--- src/rtl/ballast_pkg.sv ---
package ballast_pkg;
  typedef enum logic [2:0] {
    PH_OFF  = 3'd0,
    PH_PRE  = 3'd1,
    PH_IGN  = 3'd2,
    PH_RUN  = 3'd3,
    PH_STOP = 3'd4
  } phase_t;

  typedef enum logic [1:0] {
    TM_IDLE   = 2'd0,
    TM_CHARGE = 2'd1,
    TM_DECAY  = 2'd2
  } tmr_t;
endpackage

--- src/rtl/fault_timer.sv ---
// Charge-then-decay interval timer: one cycle lasts charge_len + decay_len clocks.
module fault_timer #(
  parameter int TW = 16
) (
  input  logic          clk,
  input  logic          rst,
  input  logic          start,
  input  logic          clear,
  input  logic [TW-1:0] charge_len,
  input  logic [TW-1:0] decay_len,
  output logic          done
);
  import ballast_pkg::*;

  tmr_t          st;
  logic [TW-1:0] cnt;

  always_ff @(posedge clk) begin
    if (rst) begin
      st  <= TM_IDLE;
      cnt <= '0;
    end else if (start) begin
      st  <= TM_CHARGE;
      cnt <= '0;
    end else if (clear) begin
      st  <= TM_IDLE;
      cnt <= '0;
    end else begin
      case (st)
        TM_CHARGE: begin
          if (cnt == charge_len - TW'(1)) begin
            st  <= TM_DECAY;
            cnt <= decay_len - TW'(1);
          end else begin
            cnt <= cnt + TW'(1);
          end
        end
        TM_DECAY: begin
          if (cnt == '0) st <= TM_IDLE;
          else           cnt <= cnt - TW'(1);
        end
        default: cnt <= '0;
      endcase
    end
  end

  assign done = (st == TM_DECAY) && (cnt == '0);
endmodule

--- src/rtl/ign_ramp.sv ---
// Ignition ramp: counts ignition cycles from zero and saturates at len.
module ign_ramp #(
  parameter int RW = 16
) (
  input  logic          clk,
  input  logic          rst,
  input  logic          active,
  input  logic [RW-1:0] len,
  output logic          full
);
  logic [RW-1:0] cnt;

  always_ff @(posedge clk) begin
    if (rst || !active) cnt <= '0;
    else if (cnt != len) cnt <= cnt + RW'(1);
  end

  assign full = (cnt == len);
endmodule

--- src/rtl/freq_ctl.sv ---
// Frequency-select word: held at pre or run, or slewed during ignition.
module freq_ctl #(
  parameter int FW = 12
) (
  input  logic          clk,
  input  logic          rst,
  input  logic          slew,
  input  logic          bump,
  input  logic          hold_run,
  input  logic [FW-1:0] step,
  input  logic [FW-1:0] pre_val,
  input  logic [FW-1:0] run_val,
  output logic [FW-1:0] freq
);
  logic [FW:0]   sum;
  logic [FW-1:0] up_val;
  logic [FW-1:0] down_val;

  always_comb begin
    sum      = {1'b0, freq} + {1'b0, step};
    up_val   = sum[FW] ? {FW{1'b1}} : sum[FW-1:0];
    down_val = (freq > run_val) ? freq - FW'(1) : freq;
  end

  always_ff @(posedge clk) begin
    if (rst)           freq <= '0;
    else if (slew)     freq <= bump ? up_val : down_val;
    else if (hold_run) freq <= run_val;
    else               freq <= pre_val;
  end
endmodule

--- src/rtl/ballast_seq.sv ---
module ballast_seq #(
  parameter int TW = 16,
  parameter int RW = 16,
  parameter int FW = 12
) (
  input  logic          clk,
  input  logic          rst,
  input  logic          supply_ok,
  input  logic          lamp_absent,
  input  logic          lamp_lit,
  input  logic          hb_over_hi,
  input  logic [TW-1:0] cfg_charge_len,
  input  logic [TW-1:0] cfg_decay_len,
  input  logic [RW-1:0] cfg_ramp_len,
  input  logic [FW-1:0] cfg_freq_step,
  input  logic [FW-1:0] cfg_freq_pre,
  input  logic [FW-1:0] cfg_freq_run,
  output logic [2:0]    phase,
  output logic [FW-1:0] freq_sel,
  output logic          hb_en,
  output logic          cs_hi_en,
  output logic          cs_lo_en,
  output logic          eol_en,
  output logic          phase_chg
);
  import ballast_pkg::*;

  phase_t state;
  phase_t nstate;
  logic   armed;
  logic   armed_n;
  logic   tmr_done;
  logic   ramp_full;
  logic   timed_n;
  logic   tmr_start;
  logic   tmr_clear;
  logic   in_ign;

  fault_timer #(.TW(TW)) u_timer (
    .clk        (clk),
    .rst        (rst),
    .start      (tmr_start),
    .clear      (tmr_clear),
    .charge_len (cfg_charge_len),
    .decay_len  (cfg_decay_len),
    .done       (tmr_done)
  );

  ign_ramp #(.RW(RW)) u_ramp (
    .clk    (clk),
    .rst    (rst),
    .active (in_ign),
    .len    (cfg_ramp_len),
    .full   (ramp_full)
  );

  freq_ctl #(.FW(FW)) u_freq (
    .clk      (clk),
    .rst      (rst),
    .slew     (in_ign && (nstate == PH_IGN)),
    .bump     (hb_over_hi),
    .hold_run (nstate == PH_RUN),
    .step     (cfg_freq_step),
    .pre_val  (cfg_freq_pre),
    .run_val  (cfg_freq_run),
    .freq     (freq_sel)
  );

  assign in_ign = (state == PH_IGN);

  // Next-phase selection; a missing lamp outranks every other exit.
  always_comb begin
    nstate = state;
    case (state)
      PH_OFF:  if (supply_ok && !lamp_absent) nstate = PH_PRE;
      PH_PRE: begin
        if (lamp_absent)   nstate = PH_STOP;
        else if (tmr_done) nstate = PH_IGN;
      end
      PH_IGN: begin
        if (lamp_absent)                nstate = PH_STOP;
        else if (ramp_full && lamp_lit) nstate = PH_RUN;
        else if (tmr_done)              nstate = PH_STOP;
      end
      PH_RUN:  if (lamp_absent || hb_over_hi) nstate = PH_STOP;
      PH_STOP: if (armed && !lamp_absent) nstate = PH_PRE;
      default: nstate = PH_OFF;
    endcase
  end

  always_comb begin
    timed_n   = (nstate == PH_PRE) || (nstate == PH_IGN);
    tmr_start = timed_n && (nstate != state);
    tmr_clear = !timed_n;
    armed_n   = (nstate == PH_STOP) &&
                (((state == PH_STOP) && armed) || lamp_absent);
  end

  always_ff @(posedge clk) begin
    if (rst) begin
      state     <= PH_OFF;
      armed     <= 1'b0;
      hb_en     <= 1'b0;
      cs_hi_en  <= 1'b0;
      cs_lo_en  <= 1'b0;
      eol_en    <= 1'b0;
      phase_chg <= 1'b0;
    end else begin
      state     <= nstate;
      armed     <= armed_n;
      hb_en     <= (nstate == PH_PRE) || (nstate == PH_IGN) || (nstate == PH_RUN);
      cs_hi_en  <= (nstate == PH_IGN) || (nstate == PH_RUN);
      cs_lo_en  <= (nstate == PH_RUN);
      eol_en    <= (nstate == PH_RUN);
      phase_chg <= (nstate != state);
    end
  end

  assign phase = state;
endmodule

--- config.mk ---
export PLATFORM = sky130hd
export DESIGN_NAME = ballast_seq
export DESIGN_NICKNAME = d
export VERILOG_FILES = /design/src/rtl/ballast_pkg.sv /design/src/rtl/fault_timer.sv /design/src/rtl/ign_ramp.sv /design/src/rtl/freq_ctl.sv /design/src/rtl/ballast_seq.sv
export SDC_FILE = /design/constraint.sdc
export NUM_CORES = 1
export LEC_CHECK = 0
export BUFFER_PORTS_ARGS = -buffer_cell sky130_fd_sc_hd__buf_2
export CAP_MARGIN = 15
export CORE_MARGIN = 2
export CORE_UTILIZATION = 30
export DETAILED_ROUTE_END_ITERATION = 12
export SETUP_SLACK_MARGIN = 0.2
export SLEW_MARGIN = 30
export SYNTH_ARGS = -nofsm -noshare
export SYNTH_HDL_FRONTEND = slang
export SYNTH_SLANG_ARGS = --single-unit
--- constraint.sdc ---
create_clock -name clk -period 5.31 [get_ports clk]
set_input_delay 1.062 -clock clk [delete_from_list [all_inputs] [get_ports clk]]
set_output_delay 1.062 -clock clk [all_outputs]
set_load 0.005 [all_outputs]
==> reports/results.txt <==
FF/Latch Area -> 1080 µm²
Leak -> 0.00251 µW
F_max -> 0.276 GHz
Post-synth EDFFs -> 0
CP startpoint -> cfg_ramp_len[3]
WHS Path Cells -> 2
H-tree Lvls -> 2
Hold Buf Count CTS -> 0
Violated checks -> DRC
Largest area contributor in the netlist -> dfxtp_1
CTS root buffer -> clkbuf_16
Detailed Place HPWL -> 11700 µm
Synth top area share -> 0.195
Final #Nets -> 917
DR WL/cell -> 14.7 µm
Seq/Total Area, Yosys -> 0.195
Layout cells sized above 1 -> 0.172
Post-synthesis instance area -> 5550 µm²
Pin count of the biggest net entering global routing -> 23
Total track usage -> 0.152
Hold Path Sink -> u_timer.st[1]$_SDFFE_PP0P_
Post-layout util -> 0.355
CTS Sinks -> 54
Clock Latency Late Sink -> 0.31 ns
Worst relative slew slack -> 0.405
Remaining DRCs -> 6
Mean post-synth cell area -> 7.80 µm²
Pwr per Cell Area -> 165 nW/µm²
Total CTS buffers -> 5
Min Tclk post-route -> 3.63 ns
Initial antenna violation count -> 0
R2R setup slack -> 1.79 ns
Final hold vios -> 0
Worst-case clock skew -> 0.00602 ns
Area growth syn-to-layout -> 15.8%
Most common cell in the netlist -> nor2_1
Worst slew pin tran -> 0.893 ns
Hold Startpoint -> u_timer.st[1]$_SDFFE_PP0P_
Max Cap Viol -> 0
Seq cells post-synth -> 54
Clock buffer depth -> 2
Syn_nets -> 835
RSZ-0062 raised after global routing -> false
Via density -> 5.26
Final WL -> 15000 µm
WP data required -> 5.46 ns
DIE WIDTH -> 140 µm
WS Path Type -> in -> reg
Synth Flop Type -> dfxtp_1
Tot Pwr -> 1060 µW
GPL Wtd Cong -> 0.838
R2R Path Start -> u_timer.st[0]$_SDFFE_PP0P_
Die H -> 140 µm
# resized after CTS -> 0
Min Hold Slack -> 0.501 ns
ANT cells -> 0
R2R Path End -> u_timer.cnt[4]$_SDFFE_PP0N_
Max Slew Vio Count -> 0
Fin crit share -> 0.683
Final setup viols -> 0
Num ports -> 110
Row count -> 49
Overflow after GRT -> 0
Peak supply drop -> 0.000113 V
Initial core utilization -> 0.307
CP endpoint kind -> flop
Pre-Repair DR Iteration Count -> 10
Vias in the first global route -> 5003
Die footprint -> 19600 µm²
CTS tree -> built
Synth Warn # -> 0
Port Buffer Count -> 109
Type of the worst min-delay path -> reg -> reg
Crit path arrival time -> 3.78 ns
Status -> finished with violations
Footprint of the multi-input gates -> 4190 µm²
Synth area leaders -> dfxtp_1, xnor2_1, ha_1, xor2_1, nor2_1
Synth Instances -> 712
Crit path max fanout -> 17
Post-synth cell types -> 77
First-pass GRT wire length -> 24700 µm
Startpoint Class -> input pin
FFs w/ async S/R, synth -> 0
R2R depth -> 9
Post-CTS Setup Inserts -> 0
Clock-pin slew on the worst setup and hold paths -> 0.07 ns
Antenna Nets Post-Route -> 0
CORE AREA -> 18100 µm²
Starting DRC count in detailed routing -> 210
TNS Setup -> 0 ns
DR vias -> 5384
Fillers -> 1941
Post-synth top cells -> nor2_1, nand2_1, xnor2_1
## registers in the layout (all words and copies together), names as in the netlist, 2 cells and up
signal and flops:
phase 3, u_timer.st 2, u_freq.freq 12, u_timer.cnt 16, u_ramp.cnt 16
## cells in the final DEF, fill, tap and decap left out, drive strengths merged, types with 9 or more instances in the layout
cell type  Yosys  layout
buf           12     112
nor2          74      74
nand2         68      68
xnor2         61      61
dfxtp         54      54
xor2          45      45
inv           33      34
ha            32      32
nor3          21      21
a211oi        20      20
a21oi         18      18
nand4         16      16
mux2i         16      16
nand3         16      16
nor4          16      16
o31ai         15      15
or4           13      13
nand2b        12      12
o21ai         11      11
mux2          11      11
a2bb2oi       10      10
or3           10      10
a21o           9       9
## stage by stage
step / area, µm² / setup slack [ns] / instances
after global routing: 6420 / 1.45 / 1024
final: 6420 / 1.68 / 1024
after global placement: 6250 / 1.44 / 1016
after detailed placement: 6250 / 1.37 / 1016
after CTS: 6420 / 1.70 / 1024
after floorplan: 5550 / 1.82 / 712
## critical path, cell delays in order
cell	delay, ns
buf_2	0.11
xnor2_1	0.18
nand4_1	0.13
or4_1	0.72
o31ai_1	0.47
a21oi_1	0.20
a221oi_4	0.78
a211oi_1	0.11
## power breakdown
part	internal [µW]	switching [µW]
registers	411	13.0
clock network	226	172
logic	110	130
## cell type report
cell class	instances	area share
Clock buffer	5	0.0195
Tap cell	229	0.0446
Inverter	33	0.0193
Sequential cell	54	0.168
Timing Repair Buffer	112	0.0884
Clock inverter	3	0.00759
Multi-Input combinational cell	588	0.652
## cell families (layout without fill, tap and decap cells)
| family | Yosys count | count (layout) | share of synthesized area |
|---|---|---|---|
| mux | 27 | 27 | 0.0512 |
| flops | 54 | 54 | 0.195 |
| xor+xnor | 106 | 106 | 0.169 |
| fa+ha+maj | 33 | 33 | 0.0757 |
| simple gates | 293 | 293 | 0.279 |
| buf+inv | 70 | 153 | 0.0512 |
| compound gates | 129 | 129 | 0.179 |
## worst max path at each step
stage / end / slack [ns] / cells past startpoint
final: u_timer.cnt[4]$_SDFFE_PP0N_ / 1.68 / 8
after global routing: u_timer.cnt[9]$_SDFFE_PP0N_ / 1.45 / 8
after CTS: u_timer.cnt[3]$_SDFFE_PP0N_ / 1.70 / 8
after detailed placement: u_timer.cnt[7]$_SDFFE_PP0N_ / 1.37 / 8
after global placement: u_timer.cnt[15]$_SDFFE_PP0N_ / 1.44 / 8
after floorplan: u_timer.cnt[1]$_SDFFE_PP0N_ / 1.82 / 9
## metal layers
layer  up-vias  routed length, µm  global-route usage
met4         0                216              0.0377
met1      2514               7190               0.205
met5         -                  0                   0
li1       2728                  -                   -
met2       130               6910               0.249
met3        12                687              0.0294
(Power assumes the default switching activity.)
